==> src/rtl/wdog_pkg.sv <==
package wdog_pkg;
  typedef enum logic [1:0] {
    PH_RUN  = 2'd0,
    PH_PIN  = 2'd1,
    PH_HOLD = 2'd2
  } wd_phase_e;
endpackage

==> src/rtl/wdog_cfg_latch.sv <==
module wdog_cfg_latch (
  input  logic clk,
  input  logic rst_n,
  input  logic load_i,
  input  logic cfg_dis_i,
  input  logic cfg_short_i,
  output logic dis_o,
  output logic short_o
);
  logic armed_q;
  logic dis_q, dis_d;
  logic short_q, short_d;
  logic cap_en;

  // capture on the first cycle after power-on reset and during every stretch
  always_comb begin
    cap_en  = !armed_q || load_i;
    dis_d   = dis_q;
    short_d = short_q;
    if (cap_en) begin
      dis_d   = cfg_dis_i;
      short_d = cfg_short_i;
    end
  end

  always_ff @(posedge clk or negedge rst_n) begin
    if (!rst_n) begin
      armed_q <= 1'b0;
      dis_q   <= 1'b1;
      short_q <= 1'b0;
    end else begin
      armed_q <= 1'b1;
      dis_q   <= dis_d;
      short_q <= short_d;
    end
  end

  assign dis_o   = dis_q;
  assign short_o = short_q;
endmodule

==> src/rtl/wdog_timeout_ctr.sv <==
module wdog_timeout_ctr #(
  parameter int LONG_EXP  = 18,
  parameter int SHORT_EXP = 13,
  parameter int GUARD_EXP = 4
) (
  input  logic clk,
  input  logic rst_n,
  input  logic clr_i,
  input  logic run_i,
  input  logic short_i,
  output logic trip_o
);
  localparam int CW = LONG_EXP;
  localparam logic [CW-1:0] LONG_TERM  = CW'((1 << LONG_EXP)  - (1 << GUARD_EXP) - 1);
  localparam logic [CW-1:0] SHORT_TERM = CW'((1 << SHORT_EXP) - (1 << GUARD_EXP) - 1);

  logic [CW-1:0] cnt_q, cnt_d;
  logic [CW-1:0] term;
  logic          at_term;

  assign term    = short_i ? SHORT_TERM : LONG_TERM;
  assign at_term = (cnt_q == term);
  assign trip_o  = run_i && !clr_i && at_term;

  always_comb begin
    cnt_d = cnt_q;
    if (clr_i || trip_o) begin
      cnt_d = '0;
    end else if (run_i) begin
      cnt_d = cnt_q + CW'(1);
    end
  end

  always_ff @(posedge clk or negedge rst_n) begin
    if (!rst_n) begin
      cnt_q <= '0;
    end else begin
      cnt_q <= cnt_d;
    end
  end
endmodule

==> src/rtl/wdog_rst_stretch.sv <==
module wdog_rst_stretch
  import wdog_pkg::*;
#(
  parameter int PIN_CYC  = 32,
  parameter int HOLD_CYC = 32
) (
  input  logic clk,
  input  logic rst_n,
  input  logic trip_i,
  output logic pin_n_o,
  output logic int_o
);
  localparam int MAXC = (PIN_CYC > HOLD_CYC) ? PIN_CYC : HOLD_CYC;
  localparam int SW   = $clog2(MAXC + 1);
  localparam logic [SW-1:0] PIN_LAST  = SW'(PIN_CYC - 1);
  localparam logic [SW-1:0] HOLD_LAST = SW'(HOLD_CYC - 1);

  wd_phase_e     ph_q, ph_d;
  logic [SW-1:0] sc_q, sc_d;

  always_comb begin
    ph_d = ph_q;
    sc_d = sc_q;
    unique case (ph_q)
      PH_RUN: begin
        if (trip_i) begin
          ph_d = PH_PIN;
          sc_d = '0;
        end
      end
      PH_PIN: begin
        if (sc_q == PIN_LAST) begin
          ph_d = PH_HOLD;
          sc_d = '0;
        end else begin
          sc_d = sc_q + SW'(1);
        end
      end
      PH_HOLD: begin
        if (sc_q == HOLD_LAST) begin
          ph_d = PH_RUN;
          sc_d = '0;
        end else begin
          sc_d = sc_q + SW'(1);
        end
      end
      default: begin
        ph_d = PH_RUN;
        sc_d = '0;
      end
    endcase
  end

  always_ff @(posedge clk or negedge rst_n) begin
    if (!rst_n) begin
      ph_q <= PH_RUN;
      sc_q <= '0;
    end else begin
      ph_q <= ph_d;
      sc_q <= sc_d;
    end
  end

  assign pin_n_o = (ph_q != PH_PIN);
  assign int_o   = (ph_q != PH_RUN);
endmodule

==> src/rtl/wdog_rst_ctrl.sv <==
module wdog_rst_ctrl #(
  parameter int LONG_EXP  = 18,
  parameter int SHORT_EXP = 13,
  parameter int GUARD_EXP = 4,
  parameter int PIN_CYC   = 32,
  parameter int HOLD_CYC  = 32
) (
  input  logic clk,
  input  logic rst_n,
  input  logic cfg_dis_i,
  input  logic cfg_short_i,
  input  logic svc_wr_i,
  input  logic vec_fetch_i,
  input  logic stop_i,
  input  logic stat_rd_i,
  output logic rst_pin_n_o,
  output logic rst_int_o,
  output logic cause_o
);
  logic dis_cap, short_cap;
  logic ctr_clr, ctr_run, trip;
  logic cause_q, cause_d;

  wdog_cfg_latch u_cfg (
    .clk         (clk),
    .rst_n       (rst_n),
    .load_i      (rst_int_o),
    .cfg_dis_i   (cfg_dis_i),
    .cfg_short_i (cfg_short_i),
    .dis_o       (dis_cap),
    .short_o     (short_cap)
  );

  assign ctr_clr = svc_wr_i || vec_fetch_i || stop_i || rst_int_o;
  assign ctr_run = !dis_cap && !stop_i;

  wdog_timeout_ctr #(
    .LONG_EXP  (LONG_EXP),
    .SHORT_EXP (SHORT_EXP),
    .GUARD_EXP (GUARD_EXP)
  ) u_ctr (
    .clk     (clk),
    .rst_n   (rst_n),
    .clr_i   (ctr_clr),
    .run_i   (ctr_run),
    .short_i (short_cap),
    .trip_o  (trip)
  );

  wdog_rst_stretch #(
    .PIN_CYC  (PIN_CYC),
    .HOLD_CYC (HOLD_CYC)
  ) u_str (
    .clk     (clk),
    .rst_n   (rst_n),
    .trip_i  (trip),
    .pin_n_o (rst_pin_n_o),
    .int_o   (rst_int_o)
  );

  // set has priority over the read-clear
  always_comb begin
    cause_d = cause_q;
    if (trip) begin
      cause_d = 1'b1;
    end else if (stat_rd_i) begin
      cause_d = 1'b0;
    end
  end

  always_ff @(posedge clk or negedge rst_n) begin
    if (!rst_n) begin
      cause_q <= 1'b0;
    end else begin
      cause_q <= cause_d;
    end
  end

  assign cause_o = cause_q;
endmodule

==> config.mk <==
export PLATFORM = sky130hd
export DESIGN_NAME = wdog_rst_ctrl
export DESIGN_NICKNAME = d
export VERILOG_FILES = /design/src/rtl/wdog_pkg.sv /design/src/rtl/wdog_cfg_latch.sv /design/src/rtl/wdog_timeout_ctr.sv /design/src/rtl/wdog_rst_stretch.sv /design/src/rtl/wdog_rst_ctrl.sv
export SDC_FILE = /design/constraint.sdc
export NUM_CORES = 1
export LEC_CHECK = 0
export ABC_AREA = 1
export BUFFER_PORTS_ARGS = -buffer_cell sky130_fd_sc_hd__buf_4
export CAP_MARGIN = 0
export CORE_ASPECT_RATIO = 0.5
export CORE_MARGIN = 5
export CORE_UTILIZATION = 45
export DETAILED_ROUTE_END_ITERATION = 8
export PLACE_DENSITY = 0.62
export SKIP_CTS_REPAIR_TIMING = 1
export SYNTH_ARGS = -nofsm -noshare
export SYNTH_HDL_FRONTEND = slang
export SYNTH_SLANG_ARGS = --single-unit
==> constraint.sdc <==
create_clock -name clk -period 1.35 [get_ports clk]
set_input_delay 0.27 -clock clk [delete_from_list [all_inputs] [get_ports clk]]
set_output_delay 0.27 -clock clk [all_outputs]
set_load 0.1 [all_outputs]
## Yosys cells after proc, flatten, opt, wreduce, memory -nomap -nowiden

Cells that the tools add are included.

| word-level totals | value |
|---|---|
| register bits after elaboration | 30 |
| latch bits | 0 |
| bits in writable memories | 0 |
| memory bits (read-only) | 0 |
| input port bits | 8 |
| output and inout port bits | 3 |
| logic and storage cells | 47 |
| memories | 0 |

| operators by class | value |
|---|---|
| add/subtract/negate cells | 2 |
| $mul | 0 |
| div/mod/pow operators | 0 |
| order comparisons | 0 |
| eq/ne operators | 8 |
| shift-type cells | 0 |
| multiplexer cells | 12 |
| bitwise operators | 0 |
| reductions and logical operators | 18 |

Operator list:

| cell | number |
|---|---|
| $mux W18 | 3 |
| $add A18 B1 Y18 const B | 1 |
| $eq A18 B18 Y1 | 1 |
| $mux W6 | 2 |
| $pmux W6 S2 | 1 |
| $add A6 B1 Y6 const B | 1 |
| $eq A6 B5 Y1 const B | 1 |
| $mux W2 | 3 |
| $ne A2 B1 Y1 const B | 3 |
| $pmux W2 S3 | 1 |
| $reduce_bool A2 Y1 | 3 |
| $logic_or A1 B1 Y1 | 5 |
| $logic_not A1 Y1 | 4 |
| $logic_and A1 B1 Y1 | 3 |
| $reduce_and A3 Y1 | 1 |
| $eq A2 B1 Y1 const B | 1 |
| $eq A2 B2 Y1 const B | 1 |
| $logic_not A2 Y1 | 1 |
| $mux W1 | 2 |
| $ne A2 B2 Y1 const B | 1 |
| $reduce_or A2 Y1 | 1 |

## Longest topological paths before layout

| depth | value |
|---|---|
| depth after elaboration | 8 |
| mapped depth | 10 |

## Cells and area by module

Synthesis repeated with hierarchy kept, for this count alone.

| unflattened totals | value |
|---|---|
| cell total of the unflattened synthesis | 242 |
| area total of the unflattened synthesis | 1868.0 um^2 |

By module, submodules not included:

| module | instances | cells an instance | area each (um^2) | seq. area each (um^2) |
|---|---|---|---|---|
| wdog_timeout_ctr | 1 | 149 | 1149.9 | 450.4 |
| wdog_rst_stretch | 1 | 72 | 548.0 | 200.2 |
| wdog_cfg_latch | 1 | 12 | 115.1 | 76.3 |
| wdog_rst_ctrl | 1 | 9 | 55.1 | 25.0 |

## Worst setup path after synthesis

Ideal clock, no wire load.

| timing | value |
|---|---|
| path type | flip-flop to output port |
| start | register u_str.ph_q[0] |
| end | output rst_int_o |
| arrival time | 1251 ps |
| data required time | 1080 ps |
| setup slack | -171 ps |
| cell stages (with the launch flop) | 4 |
| buffers on the path | 0 |
| cells stage by stage | dfrtp_1 > inv_1 > ha_1 > inv_1 |

| between the ends | value |
|---|---|
| longest elaborated chain between the ends | 1 |

Ends and longest elaborated chain:

| item | line | source |
|---|---|---|
| start, declared | wdog_rst_stretch.sv:18 | `wd_phase_e ph_q, ph_d;` |
| start signal, assigned | wdog_rst_stretch.sv:59 | `ph_q <= ph_d;` |
| $reduce_bool A2 Y1 | wdog_rst_stretch.sv:65 | `assign int_o = (ph_q != PH_RUN);` |
| end, declared | wdog_rst_ctrl.sv:17 | `output logic rst_int_o,` |

Every way passes these cells.

## Final worst setup path

| timing | value |
|---|---|
| start | register u_str.ph_q[1] |
| end | output rst_pin_n_o |

| between the ends | value |
|---|---|
| longest elaborated chain between the ends | 1 |

Ends and longest elaborated chain:

| item | line | source |
|---|---|---|
| $ne A2 B1 Y1 | wdog_rst_stretch.sv:64 | `assign pin_n_o = (ph_q != PH_PIN);` |
| end, declared | wdog_rst_ctrl.sv:16 | `output logic rst_pin_n_o,` |

Every way passes these cells.

==> impl_metrics.toml <==
[timing]
timing.final.setup_violations = 28
maxClockFrequency_mhz = 649
finClkSkew_ns = 0.00255
rsz_0062_raised_after_global_routing = "yes"
final_min_period_over_clock_period = 1.14
setup_ws_ns = -0.190
post-route-min-period_ns = 1.54
count_of_final_hold_check_violations = 0
timing.final.max_slew_violations = 0

[final_layout]
antenna-diode-count = 0
postLayoutCellArea_mm2 = 0.00248
fillCellCount = 293
nNetsFinal = 290
post_route_cells_drive_above_1_share = 0.401
area_growth_pct = 43.9

[clocking]
clkTransAtPathRegs_ns = 0.06
clock_tree.htree_level_count = 2
clock-sinks = 30
cts_made_buffers = 5
cts_buffer_depth = 2
cts_root_buf = "sky130_fd_sc_hd__clkbuf_8"
clk_latency_ns = 0.28
tritoncts = "built"

[global_routing]
grt.total_usage = 0.165
grt_remaining_overflow = 0
first_global_vias = 1531
grt_first_pass_wirelength_um = 6710
grt_max_degree = 31
initial_antenna_violation_count = 0

[setup_path]
critPathCaptureType = "output port"
cp_data_arrival_time_ns = 1.27
type_of_element_launching_the_critical_path = "register"
crit_path_cell_trace = "inv_2 > buf_6 > ha_4 > clkinvlp_4 > buf_12"
worst-path-buf-inv = 4
slowest_delay_ns = 0.39
crit_fanout = 3
crit_required_ns = 1.08
ff2ff_setup_slack_ns = -0.16
critical_path.top_delay_family = "buffers and inverters"
setup.worst_path.class = "register to output port"
crit_path_slowest_cell = "sky130_fd_sc_hd__dfrtp_1"

[placement]
place_ws_ns = -0.118
port_buffer_cells = 10
dp.final_hpwl_um = 2740
gp_routability_congestion = 0.819
placed_cell_area_mm2 = 0.00209

[route]
via_per_inst = 4.84
route.final.wire_length_um = 3950
drcViolationCount = 0
firstDrtPassIters = 4
avgRoutedWirePerCell_um = 12.0
detailedRoute.firstIterationViolations = 58
via_count = 1588
antenna_left = 0

[die]
initial_core_util = 0.484
core_mm2 = 0.00357
die_h_um = 53.8
fp-row-count = 15
boundaryPins = 11
die_area_mm2 = 0.00525
die_w_um = 97.6

[yosys]
syn-cell-area_mm2 = 0.00173
yosys_warnings = 0
ff_latch_count_synth = 30
postSynth.topFlopCell = "sky130_fd_sc_hd__dfrtp_1"
post_synthesis_async_set_or_reset_flop_share = 1.00
synth_area_leaders = "sky130_fd_sc_hd__dfrtp_1, sky130_fd_sc_hd__nand2_1, sky130_fd_sc_hd__nor2_1"
synthDominantCellAreaShare = 0.421
synth_seq_area_share = 0.436
synthesized_instance_count = 228
synthMostInstantiatedCell = "sky130_fd_sc_hd__nand2_1"
synthTopCellsByCount = "sky130_fd_sc_hd__nand2_1, sky130_fd_sc_hd__nor2_1, sky130_fd_sc_hd__dfrtp_1"
ys_types = 26
postSynthAreaPerCell_um2 = 7.57
yosysTopAreaCell = "sky130_fd_sc_hd__dfrtp_1"
synth_enable_flop_cells = 0
mappedNetlistNets = 242

[status]
failed_checks = "negative setup slack"
result_of_the_run = "finished with violations"

[pwr]
power-per-cell-area_mw_per_mm2 = 775
leakage_power_of_the_design_nw = 1.09
ir_drop_v = 0.000611

[job]
drv.max_cap_violation_count = 0

[worst_hold_path]
hp-class = "input pin to register"
-- metal layers --
| metal | routed length (um) | global-route usage | vias to the layer above | part of all wire |
|---|---|---|---|---|
| met5 | 0 | 0 | - | 0 |
| met4 | 51 | 0.0736 | 0 | 0.013 |
| met3 | 148 | 0.0530 | 6 | 0.037 |
| met2 | 1880 | 0.271 | 25 | 0.48 |
| met1 | 1860 | 0.204 | 751 | 0.47 |
| li1 | - | - | 806 | - |
-- flip-flops by register name, indices dropped and copies added (netlist names) --
name	count
u_str.ph_q	2
u_cfg.short_o	1
u_ctr.cnt_q	18
u_cfg.armed_q	1
u_cfg.dis_o	1
cause_o	1
u_str.sc_q	6
-- cells in the final DEF, fill, tap and decap left out, types with 3 or more instances in the layout --
master,n
sky130_fd_sc_hd__buf_6,5
sky130_fd_sc_hd__nor2_2,17
sky130_fd_sc_hd__buf_12,3
sky130_fd_sc_hd__nand2_1,43
sky130_fd_sc_hd__buf_4,33
sky130_fd_sc_hd__inv_2,8
sky130_fd_sc_hd__ha_1,3
sky130_fd_sc_hd__nor2_4,3
sky130_fd_sc_hd__xor2_1,8
sky130_fd_sc_hd__a21oi_1,3
sky130_fd_sc_hd__nor2_1,22
sky130_fd_sc_hd__ha_4,3
sky130_fd_sc_hd__clkbuf_8,5
sky130_fd_sc_hd__nand3_2,4
sky130_fd_sc_hd__inv_1,19
sky130_fd_sc_hd__nand4_1,3
sky130_fd_sc_hd__o21ai_0,4
sky130_fd_sc_hd__dfrtp_1,29
sky130_fd_sc_hd__nand3_1,19
sky130_fd_sc_hd__nor3_2,3
sky130_fd_sc_hd__nand2_2,12
-- cell type report --
class / count / area [um2] / area share
inverters: 31 / 136 / 0.0549
clock inverters: 3 / 40.0 / 0.0161
well taps: 51 / 63.8 / 0.0257
flip-flops and latches: 30 / 752 / 0.303
clock buffers: 5 / 68.8 / 0.0277
multi-input cells: 165 / 1020 / 0.412
repair buffers: 43 / 399 / 0.161
-- metrics by stage --
stage / total power [mW] / util / TNS, ns / std cells / hold slack (ns)
2_1_floorplan: 0.968 / - / -0.102 / 228 / -0.0256
3_3_place_gp: 1.02 / 0.586 / -0.781 / 314 / 0.221
3_5_place_dp: 1.02 / 0.586 / -1.85 / 314 / 0.224
4_1_cts: 1.92 / 0.617 / -2.87 / 322 / -0.0790
5_1_grt: 2.03 / 0.696 / -6.22 / 328 / 0.138
6_report: 1.92 / 0.696 / -3.12 / 328 / 0.153
-- where the power goes --
group          internal (mW)  total, mW  switching (mW)
logic                 0.0532      0.120          0.0668
registers              0.909      0.913         0.00421
clock network          0.542      0.892           0.350
total                   1.50       1.92           0.421
-- logic make-up (layout without fill, tap and decap cells) --
| family | count (synthesis) | count (layout) | share of synthesized area |
|---|---|---|---|
| AO/OA/AOI/OAI | 14 | 14 | 0.0435 |
| other | 1 | 1 | 0.00217 |
| XOR/XNOR | 9 | 9 | 0.0457 |
| flip-flops | 30 | 30 | 0.436 |
| buffers and inverters | 34 | 82 | 0.0827 |
| AND/OR/NAND/NOR | 134 | 135 | 0.347 |
| adder cells (fa/ha/maj) | 6 | 6 | 0.0435 |
-- final timing paths --
check	from	to	depth (start not counted)
setup / recovery	u_str.ph_q[1]	rst_pin_n_o	5
hold / removal	stat_rd_i	cause_o	2
setup reg to reg	u_str.ph_q[0]	u_ctr.cnt_q[7]	8
hold reg to reg	u_str.sc_q[5]	u_str.sc_q[5]	2
max in group asynchronous	rst_n	u_cfg.dis_o	2
min in group asynchronous	rst_n	u_ctr.cnt_q[4]	2
(Power assumes the default switching activity.)
